<file path="config.mk">
export PLATFORM = sky130hd
export DESIGN_NAME = rename_alias_table
export DESIGN_NICKNAME = d
export VERILOG_FILES = /design/src/rtl/rat_pkg.sv /design/src/rtl/rat_entry.sv /design/src/rtl/rat_lookup.sv /design/src/rtl/rename_alias_table.sv
export SDC_FILE = /design/constraint.sdc
export NUM_CORES = 1
export LEC_CHECK = 0
export CAP_MARGIN = 40
export CORE_MARGIN = 2
export CORE_UTILIZATION = 50
export CTS_CLUSTER_SIZE = 8
export DETAILED_ROUTE_END_ITERATION = 10
export PLACE_DENSITY = 0.79
export SYNTH_ARGS = -nofsm -noshare
export SYNTH_HDL_FRONTEND = slang
export SYNTH_SLANG_ARGS = --single-unit
</file>
<file path="constraint.sdc">
create_clock -name clk -period 6.5 [get_ports clk]
set_input_delay 1.3 -clock clk [delete_from_list [all_inputs] [get_ports clk]]
set_output_delay 1.3 -clock clk [all_outputs]
set_load 0.1 [all_outputs]
</file>
<file path="src/rtl/rat_pkg.sv">
package rat_pkg;
  localparam int RAT_NREGS  = 32;
  localparam int RAT_TAG_W  = 4;
  localparam int RAT_DATA_W = 64;

  typedef enum logic [1:0] {
    UPD_HOLD   = 2'd0,
    UPD_CLEAR  = 2'd1,
    UPD_RENAME = 2'd2
  } upd_e;

  // Rename beats clear; clear beats hold.
  function automatic upd_e pick_update(input logic wr_hit, input logic clr_hit);
    if (wr_hit)       return UPD_RENAME;
    else if (clr_hit) return UPD_CLEAR;
    else              return UPD_HOLD;
  endfunction
endpackage

</file>
<file path="src/rtl/rat_entry.sv">
module rat_entry
  import rat_pkg::*;
#(
  parameter int TAG_W = RAT_TAG_W
) (
  input  logic             clk,
  input  logic             rst_n,
  input  logic             wr_hit,
  input  logic [TAG_W-1:0] wr_tag,
  input  logic             bc_valid,
  input  logic [TAG_W-1:0] bc_tag,
  output logic [TAG_W-1:0] held_q,
  output logic             clr_hit
);
  upd_e upd;

  assign clr_hit = bc_valid && (bc_tag != '0) && (held_q == bc_tag);
  assign upd     = pick_update(wr_hit, clr_hit);

  always_ff @(posedge clk or negedge rst_n) begin
    if (!rst_n) begin
      held_q <= '0;
    end else begin
      unique case (upd)
        UPD_RENAME: held_q <= wr_tag;
        UPD_CLEAR:  held_q <= '0;
        default:    held_q <= held_q;
      endcase
    end
  end
endmodule

</file>
<file path="src/rtl/rat_lookup.sv">
module rat_lookup
  import rat_pkg::*;
#(
  parameter int NREGS  = RAT_NREGS,
  parameter int TAG_W  = RAT_TAG_W,
  parameter int DATA_W = RAT_DATA_W,
  localparam int IDX_W = $clog2(NREGS)
) (
  input  logic [NREGS-1:0][TAG_W-1:0] map_q,
  input  logic [IDX_W-1:0]            idx,
  input  logic                        bc_valid,
  input  logic [TAG_W-1:0]            bc_tag,
  input  logic [DATA_W-1:0]           bc_data,
  output logic [TAG_W-1:0]            tag_o,
  output logic                        byp_o,
  output logic [DATA_W-1:0]           data_o
);
  logic [TAG_W-1:0] held;

  function automatic logic bc_catches(input logic v, input logic [TAG_W-1:0] bt,
                                      input logic [TAG_W-1:0] h);
    return v && (bt != '0) && (h == bt);
  endfunction

  always_comb begin
    held   = map_q[idx];
    byp_o  = bc_catches(bc_valid, bc_tag, held);
    tag_o  = byp_o ? '0 : held;
    data_o = byp_o ? bc_data : '0;
  end
endmodule

</file>
<file path="src/rtl/rename_alias_table.sv">
module rename_alias_table
  import rat_pkg::*;
#(
  parameter int NREGS  = RAT_NREGS,
  parameter int TAG_W  = RAT_TAG_W,
  parameter int DATA_W = RAT_DATA_W,
  localparam int IDX_W = $clog2(NREGS)
) (
  input  logic              clk,
  input  logic              rst_n,
  input  logic              iss_valid,
  input  logic [IDX_W-1:0]  iss_dst,
  input  logic [TAG_W-1:0]  iss_tag,
  input  logic [IDX_W-1:0]  src_a_idx,
  input  logic [IDX_W-1:0]  src_b_idx,
  input  logic              bc_valid,
  input  logic [TAG_W-1:0]  bc_tag,
  input  logic [DATA_W-1:0] bc_data,
  output logic [TAG_W-1:0]  src_a_tag,
  output logic              src_a_byp,
  output logic [DATA_W-1:0] src_a_data,
  output logic [TAG_W-1:0]  src_b_tag,
  output logic              src_b_byp,
  output logic [DATA_W-1:0] src_b_data
);
  logic [NREGS-1:0][TAG_W-1:0] map_q;
  logic [NREGS-1:0]            wr_hit;
  logic [NREGS-1:0]            clr_hit;
  logic                        iss_live;

  assign iss_live = iss_valid && (iss_tag != '0);

  for (genvar i = 0; i < NREGS; i++) begin : g_entry
    assign wr_hit[i] = iss_live && (iss_dst == IDX_W'(i));
    rat_entry #(.TAG_W(TAG_W)) u_ent (
      .clk     (clk),
      .rst_n   (rst_n),
      .wr_hit  (wr_hit[i]),
      .wr_tag  (iss_tag),
      .bc_valid(bc_valid),
      .bc_tag  (bc_tag),
      .held_q  (map_q[i]),
      .clr_hit (clr_hit[i])
    );
  end

  // Lookups read the registered table, i.e. the pre-issue mapping.
  rat_lookup #(.NREGS(NREGS), .TAG_W(TAG_W), .DATA_W(DATA_W)) u_look_a (
    .map_q(map_q), .idx(src_a_idx), .bc_valid(bc_valid), .bc_tag(bc_tag),
    .bc_data(bc_data), .tag_o(src_a_tag), .byp_o(src_a_byp), .data_o(src_a_data)
  );
  rat_lookup #(.NREGS(NREGS), .TAG_W(TAG_W), .DATA_W(DATA_W)) u_look_b (
    .map_q(map_q), .idx(src_b_idx), .bc_valid(bc_valid), .bc_tag(bc_tag),
    .bc_data(bc_data), .tag_o(src_b_tag), .byp_o(src_b_byp), .data_o(src_b_data)
  );
endmodule

</file>
== Word-level counts from Yosys, hierarchy flattened ==
Cells that the tools add are included.
Word-level totals
  flip-flop bits (word level): 128
  input bits: 91
  output and inout port bits: 138
  logic and storage cells: 370
Operators by class
  magnitude comparators: 2
  equal/unequal tests: 129
  mux-type cells: 104
  reduce and logical (&&, ||, !) cells: 103
Operators by type and width (number)
  $pmux 4 s2: 32
  $eq 4x4->1: 34
  $mux 64: 2
  $eq 5x5->1 const B: 16
  $logic_and 1x1->1: 68
  $eq 2x1->1 const B: 32
  $eq 2x2->1 const B: 32
  $mux 2: 32
  $reduce_bool 2->1: 32
  $bmux 4 s5: 2
  $eq 5x4->1 const B: 8
  $mux 1: 32
  $eq 5x3->1 const B: 4
  $mux 4: 4
  $lt 5x6->1 const B: 2
  $eq 5x2->1 const B: 2
  $reduce_bool 4->1: 2
  $eq 5x1->1 const B: 1
  $logic_not 5->1: 1

== Logic depth before layout (Yosys ltp) ==
Gate-level depths: netlist of run 1.
  depth in word-level cells: 7
  gate-level depth with buffers: 11
  mapped depth without buffers: 7

== Cells and area by module ==
From an unflattened synthesis of run 1, not the netlist that was laid out.
Second synthesis, totals
  cells, all modules: 1246
  area total of the unflattened synthesis: 11688.7 sq um
Modules (own cells, without submodules)
  rat_entry: instances 32, cells an instance 24, area each 246.5 sq um, seq. area each 100.1 sq um
  rat_lookup: instances 2, cells an instance 214, area each 1724.2 sq um, seq. area each 0.0 sq um
  rename_alias_table: instances 1, cells an instance 50, area each 352.8 sq um, seq. area each 0.0 sq um

== Least setup slack after synthesis of run 1 ==
Ideal clock, no wire load.
  path type: input port to output port
  from: input port src_b_idx[1]
  to: output port src_b_tag[0]
  data arrival time: 4.951 ns
  required time: 5.200 ns
  path slack: 0.249 ns
  stages: 9
  buffers on the path: 2
  cell sequence: buf_4 buf_6 mux2i_1 a22oi_1 a21oi_1 nor4_2 mux2i_1 nor3_1 a21boi_0
Between the ends
  longest elaborated chain between the ends: 5
Ends and longest elaborated chain
  from (decl): line rename_alias_table.sv:15  | input logic [IDX_W-1:0] src_b_idx,
  $bmux 4 s5 (*): line rat_lookup.sv:26  | held = map_q[idx];
  $mux 4 (implied by the code) (*): line rat_lookup.sv:26
  $eq 4x4->1: line rat_lookup.sv:22  | return v && (bt != '0) && (h == bt);
  $logic_and 1x1->1: line rat_lookup.sv:22
  $mux 4 (*): line rat_lookup.sv:28  | tag_o = byp_o ? '0 : held;
  to (decl): line rename_alias_table.sv:22  | output logic [TAG_W-1:0] src_b_tag,
Every way passes the cells marked *; elsewhere a longest branch is shown, timed or not. The select of a mux whose other input is x is not followed.

== Final worst setup path of run 1 ==
  from: input port src_a_idx[1]
  to: output port src_a_data[57]
Between the ends
  longest elaborated chain between the ends: 5
Ends and longest elaborated chain
  from (decl): line rename_alias_table.sv:14  | input logic [IDX_W-1:0] src_a_idx,
  $bmux 4 s5: line rat_lookup.sv:26
  $mux 4 (implied by the code): line rat_lookup.sv:26
  $eq 4x4->1: line rat_lookup.sv:22
  $logic_and 1x1->1: line rat_lookup.sv:22
  $mux 64: line rat_lookup.sv:29  | data_o = byp_o ? bc_data : '0;
  to (decl): line rename_alias_table.sv:21  | output logic [DATA_W-1:0] src_a_data,
No other way between the ends. The select of a mux whose other input is x is not followed.

==> results.json, run 1 <==
{
  "ctsRootBufferMaster": "clkbuf_16",
  "postSynthAreaPerCell_sq_um": 8.30,
  "overflow": 0,
  "yosysWarnings": 0,
  "clk_latency_ns": 0.43,
  "clockBufferDepth": 2,
  "finalClockSkew_ns": 0.00968,
  "ant_nets": 0,
  "synth-async-reset-ratio": 1.00,
  "drt-pass1-iter-count": 9,
  "finalHoldViolations": 0,
  "maxSlewHeadroom": 0.406,
  "synthAdderAreaFrac": 0,
  "min_to": "g_entry[15].u_ent.held_q[0]$_DFFE_PN0P_",
  "biggestRegsByFlops": "g_entry.u_ent.held_q: 128 flops",
  "largest_register_ff_count": 128,
  "post_cts.repair.setup_buffers": 0,
  "fin_cells": 1672,
  "worstHoldStart": "g_entry[15].u_ent.held_q[0]$_DFFE_PN0P_",
  "core_region_area_sq_um": 19600,
  "pre_cts_ws_ns": 0.536,
  "cts_buffers": 17,
  "die_w_microns": 146,
  "tightestPinTransition_ns": 0.892,
  "cp.arrival_ns": 4.79,
  "fin_ws_ns": 0.406,
  "via_per_inst": 6.25,
  "setup_tns_ns": 0,
  "antenna_found_initial": 1,
  "synth-xor-area-share": 0.117,
  "cts_hold_buf": 0,
  "area_delta_synth_final_pct": 42.0,
  "hpwl_mm": 28.7,
  "grt.total_usage": 0.367,
  "power.static_leakage_uw": 0.00574,
  "rsz0062_at_grt": "false",
  "grt_pass1_vias": 10200,
  "drcViolationCount": 0,
  "clk_pin_slew_worst_paths_ns": 0.05,
  "netlist_instances": 1212,
  "place_congestion": 0.999,
  "dieArea_sq_um": 21300,
  "drv_cap": 0,
  "drt_wl_total_mm": 39.2,
  "syn-cell-area_sq_um": 10100,
  "hold_path.class": "flop to flop",
  "syn-num-nets": 1303,
  "seq_area_frac_synth": 0.318,
  "dr_total_vias": 10400,
  "cp-start-kind": "input port",
  "drtIter0Drc": 1369,
  "synth_top_family_by_area": "simple AND/OR/NAND/NOR gates",
  "ios": 229,
  "r2r_cells": 4,
  "holdWs_ns": 0.600,
  "h-tree-depth": 4,
  "powerDensity_nw_per_um2": 237,
  "ys_seq_elements": 128,
  "fin_crit_ns": 6.09,
  "end_kind": "output port",
  "cp.required_ns": 5.20,
  "outcome": "finished clean",
  "io_buffer_count": 228,
  "floorplan.initialDensity": 0.514,
  "layout.nets": 1484,
  "synthMuxAreaShare": 0.129,
  "path_max_fanout": 66,
  "final_core_util": 0.729,
  "rows": 51,
  "n_fill_cell": 1395,
  "drv_slew": 0,
  "cts.sinks": 128,
  "period_share": 0.938,
  "yosysUniqueCellTypes": 28,
  "regMostFlops": "g_entry.u_ent.held_q",
  "synth-edff-count": 0,
  "r2r_slack_ns": 5.07,
  "min_path_cells": 2,
  "grt_pass1_wl_mm": 61.1,
  "cts_tree": "yes",
  "synth_compound_area_frac": 0.186,
  "cts_resized": 0,
  "synthSimpleGateAreaFrac": 0.203,
  "placed_cells": 1639,
  "ir_drop_mv": 0.209,
  "synth-main-ff-cell": "dfrtp_1",
  "grt_max_degree": 75,
  "max_freq_ghz": 0.164,
  "r2r-end": "g_entry[23].u_ent.held_q[2]$_DFFE_PN0P_",
  "r2r-start": "g_entry[23].u_ent.held_q[2]$_DFFE_PN0P_",
  "wire_per_inst_microns": 23.5,
  "layout-drive-gt1-share": 0.153,
  "critical_path_class": "input port to output port",
  "setup_violations": 0,
  "dieHeight_microns": 146
}
==> stage by stage <==
| stage | power, uW | area, sq um |
|---|---|---|
| floorplan | 1970 | 10100 |
| global placement | 2330 | 13600 |
| detailed placement | 2380 | 13700 |
| CTS | 3370 | 14300 |
| global route | 3540 | 14300 |
| finish | 3390 | 14300 |
==> layer usage <==
metal	track usage	vias to the layer above	part of all wire
met1	0.454	5015	0.37
li1	-	4600	-
met5	0	-	0
met4	0.161	0	0.046
met3	0.0765	135	0.096
met2	0.621	699	0.49
==> synthesized netlist by cell type, drive strengths merged (4+ instances only) <==
library cell,number,area [sq um]
o21ai,232,1160
nand2,137,514
and2,131,820
mux2i,130,1300
dfrtp,128,3200
xnor2,122,1070
a22oi,64,480
buf,44,282
clkbuf,44,165
nor2,35,131
a21oi,32,160
nand4,26,163
nand3,20,100
xor2,12,105
nand2b,8,50.1
nor2b,8,50.1
nor3,8,40.0
nor4,8,87.6
inv,7,26.3
or2,6,37.5
o31a,4,35.0
==> critical path: stages <==
cell and delay (ns):
clkdlybuf4s50_1 0.53, nor2b_1 0.73, buf_4 0.28, a22oi_1 0.09
a21oi_1 0.23, nor4_1 0.12, xnor2_1 0.24, nor4b_4 0.25
buf_4 0.50, and2_1 0.28, buf_12 0.19
==> area by class of cell <==
type                       count  area [sq um]  area share
tap                          265           332      0.0232
multi-input combinational    989          6390       0.447
clock inverter                10           135     0.00946
sequential                   128          3200       0.224
inverter                       7          26.3     0.00184
timing repair buffer         250          3730       0.261
clock buffer                  22           464      0.0325
antenna                        1          2.50    0.000175
==> cells by family after synthesis <==
group / count (synthesis)
multiplexers: 130
AO/OA/AOI/OAI: 336
flip-flops: 128
AND/OR/NAND/NOR: 389
buffers and inverters: 95
XOR/XNOR: 134
==> how the worst max path moves through the flow <==
stage	slack, ns	to	from
after CTS	0.51	src_a_data[57]	src_a_idx[1]
after detailed placement	0.54	src_a_data[57]	src_a_idx[1]
final	0.41	src_a_data[57]	src_a_idx[1]
after global routing	0.26	src_a_data[57]	src_a_idx[1]
after floorplan	0.25	src_b_tag[0]	src_b_idx[1]
after global placement	0.63	src_b_data[34]	src_b_idx[2]
==> layout by cell type, fill, tap and decap left out, types with 3 or more instances in the layout <==
cell type | synthesis | routed
clkdlybuf4s50_1 | 0 | 79
buf_4 | 17 | 30
clkinv_2 | 0 | 4
nor3_1 | 8 | 8
clkbuf_1 | 44 | 3
buf_12 | 0 | 131
a21oi_1 | 32 | 32
nor4_2 | 6 | 6
nand3_1 | 20 | 20
bufinv_16 | 0 | 3
nor2_1 | 35 | 35
xor2_1 | 12 | 12
or2_2 | 6 | 6
buf_2 | 6 | 8
o31a_1 | 4 | 4
xnor2_1 | 122 | 122
o21ai_0 | 232 | 232
and2_1 | 131 | 131
nand4_1 | 26 | 26
dfrtp_1 | 128 | 128
a22oi_1 | 64 | 64
nor2b_1 | 8 | 8
nand2_1 | 137 | 137
clkbuf_16 | 0 | 17
inv_1 | 7 | 7
mux2i_1 | 130 | 130
nand2b_1 | 8 | 8
==> power by group <==
| group | switching [uW] | internal, uW | total [uW] |
|---|---|---|---|
| sequential | 255 | 973 | 1230 |
| combinational | 692 | 493 | 1190 |
| clock | 358 | 621 | 979 |
| total | 1310 | 2090 | 3390 |
Note: power is estimated with default switching activity, not from simulation.
==> run 2, diff against run 1 <==
- DONT_BUFFER_PORTS: unset -> 1
- PLACE_DENSITY: 0.79 -> 0.64
==> results.json, run 2 (synthesis gave the netlist of run 1 again) <==
{
  "crit_path_start": "src_a_idx[2]",
  "drt-pass1-iter-count": 6,
  "wire_per_inst_microns": 23.2,
  "cts_tree": "yes",
  "antenna_found_initial": 6,
  "met1_length_mm": 15.0,
  "ios": 229,
  "finalClockSkew_ns": 0.00765,
  "regMostFlops": "g_entry.u_ent.held_q",
  "cp-start-kind": "input port",
  "ant_nets": 0,
  "layout.nets": 1382,
  "dieHeight_microns": 146,
  "die_w_microns": 146,
  "grt_max_degree": 129,
  "cts_hold_buf": 0,
  "placed_cells": 1537,
  "drtIter0Drc": 885,
  "cts.sinks": 128,
  "wl_met3_mm": 3.01,
  "drv_cap": 0,
  "drv_slew": 0,
  "period_share": 0.838,
  "tightestPinTransition_ns": 0.736,
  "crit_path_max_incr_delay_ns": 0.57,
  "rsz0062_at_grt": "false",
  "topRoutingLayerUsed": "met4",
  "worstPathCellList": "and2_1, a22oi_1, a21oi_1, nor4_2, mux2i_1, nor4b_4, buf_4, and2_1, buf_4",
  "drt_wl_total_mm": 36.5,
  "fin_ws_ns": 1.05,
  "fin_crit_ns": 5.45,
  "grt_pass1_wl_mm": 56.0,
  "clk_pin_slew_worst_paths_ns": 0.06,
  "wl_met2_mm": 17.8,
  "finish.instance_area_sq_um": 11800,
  "p_sw_frac": 0.367,
  "path_max_fanout": 66,
  "finalHoldViolations": 0,
  "power.static_leakage_uw": 0.00497,
  "rows": 51,
  "pre_cts_ws_ns": 1.19,
  "crit_buf_inv": 2,
  "max_freq_ghz": 0.184,
  "clk_latency_ns": 0.43,
  "n_fill_cell": 1702,
  "cts_resized": 0,
  "p_comb_frac": 0.298,
  "cp.arrival_ns": 4.15,
  "powerDensity_nw_per_um2": 271,
  "p_sw_uw": 1170,
  "r2r-start": "g_entry[18].u_ent.held_q[2]$_DFFE_PN0P_",
  "biggestRegsByFlops": "g_entry.u_ent.held_q: 128 flops",
  "ctsRootBufferMaster": "clkbuf_16",
  "dpl-instance-area_sq_um": 11100,
  "setup_violations": 0,
  "hold_path.class": "input port to async pin",
  "p_int_uw": 2020,
  "largest_register_ff_count": 128,
  "core_region_area_sq_um": 19600,
  "setup_tns_ns": 0,
  "grt_pass1_vias": 9200,
  "io_buffer_count": 0,
  "clkPwrFrac": 0.317,
  "hpwl_mm": 25.9,
  "fin_cells": 1575,
  "post_cts.repair.setup_buffers": 0,
  "cp_slowest_cell": "and2_1",
  "final_core_util": 0.600,
  "drcViolationCount": 0,
  "final_cell_mix": "232 x o21ai_0, 145 x buf_4, 137 x nand2_1",
  "h-tree-depth": 4,
  "end_kind": "output port",
  "floorplan.initialDensity": 0.514,
  "maxSlewHeadroom": 0.509,
  "crit_family": "simple AND/OR/NAND/NOR gates",
  "ir_drop_mv": 0.199,
  "place_congestion": 0.996,
  "overflow": 0,
  "via_per_inst": 6.01,
  "layout-drive-gt1-share": 0.150,
  "cts_buffers": 17,
  "seqPwrFrac": 0.385,
  "final_common_cell": "o21ai_0",
  "grt.total_usage": 0.341,
  "dr_total_vias": 9466,
  "cp.required_ns": 5.20,
  "outcome": "finished clean",
  "clockBufferDepth": 2,
  "critical_path_class": "input port to output port",
  "dieArea_sq_um": 21300,
  "area_delta_synth_final_pct": 16.9
}
run 2: final cells by class:
| type | count | area, sq um | share of cell area |
|---|---|---|---|
| diodes | 6 | 15.0 | 0.00128 |
| clock buffers | 21 | 450 | 0.0383 |
| clock inverters | 11 | 163 | 0.0138 |
| inverters | 7 | 26.3 | 0.00223 |
| multi-input cells | 989 | 6400 | 0.545 |
| flip-flops and latches | 128 | 3200 | 0.272 |
| well taps | 265 | 332 | 0.0282 |
| repair buffers | 148 | 1160 | 0.0990 |
run 2: power groups by stage:
stage	combinational, uW	sequential (uW)	clock, uW
after floorplan	825	1140	0
after global placement	919	1220	0
after detailed placement	940	1230	0
after CTS	946	1220	1020
after global routing	1040	1250	1050
final	951	1230	1010
run 2: metrics by stage:
step | hold WS, ns | power [uW]
finish | 0.566 | 3190
global route | 0.547 | 3340
CTS | 0.558 | 3180
detailed placement | 0.571 | 2170
global placement | 0.566 | 2140
floorplan | 0.529 | 1970
run 2: worst register-to-register path: stages (launching register included):
cell     delay (ns)
dfrtp_1        0.42
xor2_1         0.18
nor3_1         0.17
nand3_1        0.18
nand3_1        0.13
o21ai_0        0.11
run 2: final timing paths:
| kind | slack, ns | end | cells after the start |
|---|---|---|---|
| worst min-delay path | 0.57 | g_entry[11].u_ent.held_q[1]$_DFFE_PN0P_ | 0 |
| worst min register to register | 0.58 | g_entry[28].u_ent.held_q[1]$_DFFE_PN0P_ | 2 |
| max in group asynchronous | 5.78 | g_entry[5].u_ent.held_q[0]$_DFFE_PN0P_ | 0 |
| worst max register to register | 5.17 | g_entry[18].u_ent.held_q[1]$_DFFE_PN0P_ | 5 |
| min in group clk | 0.58 | g_entry[28].u_ent.held_q[1]$_DFFE_PN0P_ | 2 |
| worst max-delay path | 1.05 | src_a_data[13] | 9 |
run 2: metal layers:
layer | track usage | up-vias
met3 | 0.0928 | 56
met4 | 0.125 | 0
met1 | 0.427 | 4579
li1 | - | 4387
met5 | 0 | -
met2 | 0.566 | 444
